$ cat config.mk
export PLATFORM = sky130hd
export DESIGN_NAME = dbuf_chain_ctrl
export DESIGN_NICKNAME = d
export VERILOG_FILES = /design/src/rtl/dbc_pkg.sv /design/src/rtl/dbc_pick.sv /design/src/rtl/dbc_grant.sv /design/src/rtl/dbc_pair_link.sv /design/src/rtl/dbuf_chain_ctrl.sv
export SDC_FILE = /design/constraint.sdc
export NUM_CORES = 1
export LEC_CHECK = 0
export BUFFER_PORTS_ARGS = -buffer_cell sky130_fd_sc_hd__buf_2
export CORE_MARGIN = 2
export CORE_UTILIZATION = 55
export CTS_BUF_LIST = sky130_fd_sc_hd__clkbuf_4
export CTS_CLUSTER_SIZE = 8
export DETAILED_ROUTE_END_ITERATION = 10
export PLACE_DENSITY_LB_ADDON = 0.2
export SYNTH_ARGS = -nofsm -noshare
export SYNTH_HDL_FRONTEND = slang
export SYNTH_SLANG_ARGS = --single-unit
$ cat constraint.sdc
create_clock -name clk -period 7.3 [get_ports clk]
set_clock_uncertainty 0.05 [all_clocks]
set_input_delay 0.365 -clock clk [delete_from_list [all_inputs] [get_ports clk]]
set_output_delay 0.365 -clock clk [all_outputs]
set_load 0.01 [all_outputs]
$ cat src/rtl/dbc_pkg.sv
package dbc_pkg;
  localparam int DBC_NCH = 4;

  typedef enum logic {
    ARB_FIXED = 1'b0,
    ARB_RR    = 1'b1
  } arb_mode_e;
endpackage

$ cat src/rtl/dbc_pick.sv
module dbc_pick #(
  parameter int NCH  = dbc_pkg::DBC_NCH,
  parameter int IDXW = $clog2(NCH)
) (
  input  logic [NCH-1:0]  req_i,
  input  logic [IDXW-1:0] last_i,
  input  dbc_pkg::arb_mode_e mode_i,
  output logic [NCH-1:0]  win_o
);
  logic [IDXW-1:0] idx;
  logic            found;

  always_comb begin
    win_o = '0;
    found = 1'b0;
    idx   = '0;
    if (mode_i == dbc_pkg::ARB_RR) begin
      // walk from the channel after the last winner, wrapping
      for (int off = 1; off <= NCH; off++) begin
        idx = last_i + IDXW'(off);
        if (!found && req_i[idx]) begin
          win_o[idx] = 1'b1;
          found      = 1'b1;
        end
      end
    end else begin
      for (int i = 0; i < NCH; i++) begin
        if (!found && req_i[i]) begin
          win_o[i] = 1'b1;
          found    = 1'b1;
        end
      end
    end
  end
endmodule

$ cat src/rtl/dbc_grant.sv
module dbc_grant #(
  parameter int NCH  = dbc_pkg::DBC_NCH,
  parameter int IDXW = $clog2(NCH)
) (
  input  logic            clk,
  input  logic            rst_n,
  input  logic [NCH-1:0]  req_i,
  input  logic [NCH-1:0]  win_i,
  input  logic            burst_done_i,
  output logic [NCH-1:0]  grant_o,
  output logic [IDXW-1:0] last_o
);
  logic [NCH-1:0]  grant_q;
  logic [IDXW-1:0] last_q;
  logic [IDXW-1:0] win_idx;
  logic            busy;

  assign busy = |grant_q;

  always_comb begin
    win_idx = '0;
    for (int i = 0; i < NCH; i++) begin
      if (win_i[i]) win_idx = IDXW'(i);
    end
  end

  always_ff @(posedge clk) begin
    if (!rst_n) begin
      grant_q <= '0;
      last_q  <= IDXW'(NCH - 1);
    end else if (busy) begin
      if (burst_done_i) grant_q <= '0;
    end else if (|win_i) begin
      grant_q <= win_i;
      last_q  <= win_idx;
    end
  end

  assign grant_o = grant_q;
  assign last_o  = last_q;

  AST_GRANT_ONEHOT: assert property (@(posedge clk) disable iff (!rst_n)
    $onehot0(grant_q));
  AST_GRANT_HOLD: assert property (@(posedge clk) disable iff (!rst_n)
    (busy && !burst_done_i) |=> (grant_q == $past(grant_q)));
  AST_GRANT_RELEASE: assert property (@(posedge clk) disable iff (!rst_n)
    (busy && burst_done_i) |=> (grant_q == '0));
  AST_GRANT_FROM_REQ: assert property (@(posedge clk) disable iff (!rst_n)
    (!busy && req_i == '0) |=> (grant_q == '0));
  AST_GRANT_TO_REQUESTER: assert property (@(posedge clk) disable iff (!rst_n)
    (!busy && req_i != '0) |=> ((grant_q & $past(req_i)) != '0));
endmodule

$ cat src/rtl/dbc_pair_link.sv
module dbc_pair_link #(
  parameter int NCH   = dbc_pkg::DBC_NCH,
  parameter int NPAIR = NCH / 2
) (
  input  logic             clk,
  input  logic             rst_n,
  input  logic [NCH-1:0]   txn_done_i,
  input  logic [NPAIR-1:0] pair_en_i,
  output logic [NCH-1:0]   arm_o
);
  logic [NCH-1:0] arm_q;

  for (genvar p = 0; p < NPAIR; p++) begin : g_pair
    localparam int EVN = 2 * p;
    localparam int ODD = 2 * p + 1;

    always_ff @(posedge clk) begin
      if (!rst_n) begin
        arm_q[EVN] <= 1'b0;
        arm_q[ODD] <= 1'b0;
      end else begin
        arm_q[ODD] <= pair_en_i[p] & txn_done_i[EVN];
        arm_q[EVN] <= pair_en_i[p] & txn_done_i[ODD];
      end
    end

    AST_ARM_ODD_CAUSE: assert property (@(posedge clk) disable iff (!rst_n)
      arm_q[ODD] |-> $past(txn_done_i[EVN] && pair_en_i[p]));
    AST_ARM_EVN_CAUSE: assert property (@(posedge clk) disable iff (!rst_n)
      arm_q[EVN] |-> $past(txn_done_i[ODD] && pair_en_i[p]));
    AST_ARM_OFF: assert property (@(posedge clk) disable iff (!rst_n)
      !pair_en_i[p] |=> (arm_q[EVN] == 1'b0 && arm_q[ODD] == 1'b0));
    AST_ARM_PULSE: assert property (@(posedge clk) disable iff (!rst_n)
      (pair_en_i[p] && txn_done_i[EVN]) |=> arm_q[ODD]);
  end

  assign arm_o = arm_q;
endmodule

$ cat src/rtl/dbuf_chain_ctrl.sv
module dbuf_chain_ctrl #(
  parameter int NCH   = dbc_pkg::DBC_NCH,
  parameter int NPAIR = NCH / 2,
  parameter int IDXW  = $clog2(NCH)
) (
  input  logic             clk,
  input  logic             rst_n,
  input  logic             rr_mode_i,
  input  logic [NCH-1:0]   req_i,
  input  logic             burst_done_i,
  input  logic [NCH-1:0]   txn_done_i,
  input  logic [NPAIR-1:0] pair_dbuf_en_i,
  output logic [NCH-1:0]   grant_o,
  output logic [NCH-1:0]   arm_o
);
  import dbc_pkg::*;

  arb_mode_e       mode;
  logic [NCH-1:0]  win;
  logic [IDXW-1:0] last;
  logic [NCH-1:0]  lower_mask;

  assign mode = rr_mode_i ? ARB_RR : ARB_FIXED;

  dbc_pick #(.NCH(NCH), .IDXW(IDXW)) u_pick (
    .req_i  (req_i),
    .last_i (last),
    .mode_i (mode),
    .win_o  (win)
  );

  dbc_grant #(.NCH(NCH), .IDXW(IDXW)) u_grant (
    .clk          (clk),
    .rst_n        (rst_n),
    .req_i        (req_i),
    .win_i        (win),
    .burst_done_i (burst_done_i),
    .grant_o      (grant_o),
    .last_o       (last)
  );

  dbc_pair_link #(.NCH(NCH), .NPAIR(NPAIR)) u_link (
    .clk        (clk),
    .rst_n      (rst_n),
    .txn_done_i (txn_done_i),
    .pair_en_i  (pair_dbuf_en_i),
    .arm_o      (arm_o)
  );

  assign lower_mask = grant_o - NCH'(1);

  AST_FIXED_LOWEST: assert property (@(posedge clk) disable iff (!rst_n)
    (grant_o != '0 && $past(grant_o) == '0 && $past(rr_mode_i) == 1'b0)
      |-> (($past(req_i) & lower_mask) == '0));
  AST_RESET_QUIET: assert property (@(posedge clk)
    $past(!rst_n) |-> (grant_o == '0 && arm_o == '0));
endmodule

# --- Word level (Yosys, flattened, before mapping) ---
# Index checks and enable logic that the tools add are counted.
classes:
  add_sub_neg: 3
  n_lt_le_gt_ge: 8
  eq_ne: 1
  n_mux: 46
  bitwise: 8
  reduce_logical: 21
ops:
  columns: ["op", "count"]
  rows:
  - ["$mux 4", 11]
  - ["$mux 1", 25]
  - ["$lt 2x3->1 const B", 4]
  - ["$or 4x4->4", 3]
  - ["$logic_and 1x1->1", 10]
  - ["$bmux 1 s2", 4]
  - ["$demux 1 s2", 4]
  - ["$ge 2x1->1 const B", 4]
  - ["$reduce_or 4->1", 2]
  - ["$logic_not 1->1", 6]
  - ["$add 2x2->2 const B", 2]
  - ["$and 1x1->1", 4]
  - ["$mux 2", 2]
  - ["$reduce_and 2->1", 2]
  - ["$add 2x1->2 const B", 1]
  - ["$ne 2x2->1 const B", 1]
  - ["$reduce_bool 2->1", 1]
  - ["$not 1->1", 1]
word_totals:
  register_bits: 10
  in_bits: 14
  output_inout_bits: 8
  elab_cells: 91

# --- Longest topological paths before layout ---
depth:
  word_depth: 20
  depth_mapped: 9
  depth_no_buf: 8

# --- Cells and area by module ---
# A second synthesis with hierarchy kept.
unflattened:
  hier_cells: 77
  area_unflattened_um2: 770.7
by_module_without_submodules:
  columns: ["mod", "instances", "cells_each", "area_each_um2"]
  rows:
  - ["dbc_pick", 1, 42, 395.4]
  - ["dbc_grant", 1, 27, 270.3]
  - ["dbc_pair_link", 1, 8, 105.1]

# --- Worst setup path before layout ---
# Ideal clock, no wire load.
synth_path:
  kind: "reg-to-reg"
  start: "register u_grant.last_q[0], in the netlist u_grant.last_o[0]"
  end: "register u_grant.last_q[0], in the netlist u_grant.last_o[0]"
  setup_ns: 0.079
  arrival_ns: 2.373
  required_ns: 7.171
  path_slack_ns: 4.798
  stages_incl_launch_ff: 9
  n_path_buf: 1
  path_cell_list: "dfxtp_1 buf_4 inv_1 ha_1 mux4_1 o21a_1 a311oi_2 a221oi_2 o221ai_2"
synth_between:
  elab_chain_len: 20
synth_rtl:
  columns: ["element", "line_no", "rtl"]
  rows:
  - ["start: declaration", "dbc_grant.sv:14", "logic [IDXW-1:0] last_q;"]
  - ["start signal: assignment", "dbc_grant.sv:30", "last_q <= IDXW'(NCH - 1);"]
  - ["start signal: assignment", "dbc_grant.sv:35", "last_q <= win_idx;"]
  - ["branches (longest 15 deep; another with $lt 2x3->1)", null, null]
  - ["$mux 4 (*)", "dbc_pick.sv:21", "if (!found && req_i[idx]) begin"]
  - ["$mux 4 (*)", "dbc_pick.sv:17", "if (mode_i == dbc_pkg::ARB_RR) begin"]
  - ["$mux 1", "dbc_grant.sv:23", "if (win_i[i]) win_idx = IDXW'(i);"]
  - ["$mux 2 (2 in series)", "dbc_grant.sv:23", null]
# Every way passes the cells marked *. The select of a mux whose other input is x is not followed.
# A chain may end at the register's enable or synchronous reset.

# --- Worst setup path after layout ---
# Ends and elaborated chain as after synthesis.

==> flow_metrics.tcl <==
set metrics [dict create \
    final.setup.tns_ps 0 \
    post-route-period-util 0.398 \
    ys_warn_count 0 \
    antenna_found_initial 0 \
    drive_gt1_frac 0.308 \
    total_power_uw 303 \
    area.growth.synth_to_final_pct 14.2 \
    syn_inst 98 \
    critPathRequiredTime_ps 7450 \
    drtPass1Iterations 4 \
    cts.path.max_buffers 2 \
    rr_startpoint "u_grant.last_o[0]$_SDFFE_PN1P_" \
    io_pins 22 \
    die_y_microns 44.0 \
    first_iter_violations 14 \
    r2r_cells 7 \
    dp.cells 132 \
    fp.dieW_microns 44.0 \
    ys_types 39 \
    grt.total_usage 0.229 \
    routed-via-count 852 \
    cp_cell_sequence "inv_1 > ha_1 > mux4_1 > o21a_1 > a311oi_2 > a221oi_2 > o221ai_2" \
    fmax_mhz 345 \
    clkSlewWorstSetupHoldPaths_ps 70 \
    drt_wl_total_microns 1960 \
    worst_pin_slew_ps 513 \
    cp-start-kind "register" \
    syn_avg_cell_area_sq_um 8.98 \
    vias_per_cell 6.26 \
    crit_start "u_grant.last_o[0]$_SDFFE_PN1P_" \
    yosys_register_bits 10 \
    ir_worst_vdd_uv 156 \
    cts_resized 0 \
    worstSetupPathDepth 7 \
    critPathBufInv 1 \
    cts_setup_buffers 0 \
    crit_type "register to register" \
    htree_levels 1 \
    finalSetupViolations 0 \
    max-slew-margin-rel 0.657 \
    min_period_ps 2900 \
    stdcell_count 136 \
    rows 14 \
    cap_violations 0 \
    end_kind "register" \
    clk_latency_ps 270 \
    hold_viol_final 0 \
    final_nets 143 \
    grt_pass1_vias 758 \
    hpwl_microns 1480 \
    status "completed" \
    drc_errors 0 \
    cp.arrival_ps 3050 \
    min_from "txn_done_i[1]" \
    cp_top_family "compound AO/OA/AOI/OAI gates" \
    cts_sinks 10 \
    total_leakage_power_uw 0.000457 \
    holdBufCountCts 0 \
    final_antenna_net_count 0 \
    ys_seq_area_frac 0.228 \
    cts_tree "done" \
    hold_depth 2 \
    p_per_area_mw_per_mm2 301 \
    coreArea_sq_mm 0.00151 \
    die-area_sq_mm 0.00194 \
    dpl_cell_area_sq_um 978 \
    routedWlPerCell_microns 14.4 \
    numCtsBuffers 3 \
    cts-root-buf "clkbuf_4" \
    routabilityCongestion 0.864 \
    synth_fp_nets 120 \
    grt_pass1_wl_microns 3330 \
    initial_utilization 0.584 \
    cp_max_fo 15 \
    final_area_sq_mm 0.00100 \
    drv_slew 0 \
    rsz0062_at_grt "false" \
    place.port_buffers 21 \
    worst_path_max_delay_cell "mux4_1" \
    n_antenna_cell 0 \
    grt_max_degree 16 \
    min-delay-path-class "input pin to register" \
    max_stage_delay_ps 690 \
    syn_area_sq_um 880 \
    grt.overflow.total 0 \
    final_core_util 0.667 \
]
## cells in the final DEF, fill, tap and decap left out, types with 2 or more instances in the layout
master    Yosys  layout
o21a_1        5       5
a21oi_1       6       6
a31oi_1       2       2
dfxtp_1      10      10
or3b_2        3       3
and2_1        2       2
mux4_1        2       2
nor2_1        3       3
nand3b_1      4       4
nand2_1       8       8
nor2b_1       3       3
and3_1        5       5
clkbuf_4      0       3
o21ai_0       4       4
nand3_1       2       2
inv_1         7       7
buf_2         0      21
ha_1          8       8
## cell type report
| class | count | area (sq um) |
|---|---|---|
| well taps | 16 | 20.0 |
| flip-flops and latches | 10 | 200 |
| clock buffers | 3 | 22.5 |
| repair buffers | 21 | 105 |
| clock inverters | 1 | 3.75 |
| multi-input cells | 77 | 623 |
| inverters | 8 | 30.0 |
| fillers | 119 | 502 |
## through the flow
step | hold slack, ps | setup WS (ps)
after floorplan | 461 | 4800
after global placement | 539 | 4500
after detailed placement | 548 | 4430
after CTS | 278 | 4410
after global routing | 280 | 4180
final | 280 | 4400
## final timing paths
check	endpoint	slack (ps)
max reg2reg	u_grant.last_o[0]$_SDFFE_PN1P_	4400
min	u_link.arm_o[0]$_SDFF_PN0_	280
max	u_grant.last_o[0]$_SDFFE_PN1P_	4400
min reg2reg	u_grant.grant_o[2]$_SDFFE_PN0P_	580
## sequential cells by signal, summed over array words and instances, names as in the netlist
| name | flops |
|---|---|
| u_link.arm_o | 4 |
| u_grant.last_o | 2 |
| u_grant.grant_o | 4 |
## synth_stat cells, drive strengths merged
library cell,count,share of area
nor2b,3,0.021
a311oi,1,0.017
mux4,2,0.060
o21ai,5,0.028
or2,1,0.0071
o2111a,1,0.013
dfxtp,10,0.23
or3b,4,0.043
nand3b,4,0.034
nor4,1,0.0071
a221oi,2,0.027
or4,1,0.0085
ha,8,0.11
a41oi,1,0.010
and2,2,0.014
buf,3,0.030
o221ai,1,0.017
and3,6,0.044
nand3,2,0.011
nand4,1,0.0071
a22oi,1,0.0085
a2111oi,1,0.031
o22ai,1,0.0071
a31oi,2,0.014
o21a,5,0.043
a21oi,7,0.044
a41o,1,0.011
inv,8,0.034
nor2,3,0.013
nand2,8,0.034
o32ai,1,0.010
or3,1,0.0085
## worst reg2reg max path: stages, from the launching register on
cell,delay [ps]
dfxtp_1,640
inv_1,210
ha_1,400
mux4_1,700
o21a_1,250
a311oi_2,370
a221oi_2,70
o221ai_2,140
## metal layers
metal,track usage,wire length [microns],vias to the layer above
met5,0,0,-
met3,0.0833,129,2
met1,0.309,934,411
met4,0.0424,4,0
met2,0.353,894,27
li1,-,-,412
## logic make-up (layout without fill, tap and decap cells)
family,count (synthesis),after routing,share of synthesized area
simple gates,37,37,0.253
compound gates,30,30,0.282
fa+ha+maj,8,8,0.114
mux,2,2,0.0597
buf+inv,11,33,0.0640
flops,10,10,0.228
## report_power, final
| group | switching, uW | internal (uW) | leakage, uW |
|---|---|---|---|
| clock network | 18.5 | 19.7 | 0.0000154 |
| registers | 19.9 | 66.4 | 0.0000823 |
| logic | 99.9 | 78.3 | 0.000360 |
Note: power is estimated with default switching activity, not from simulation.
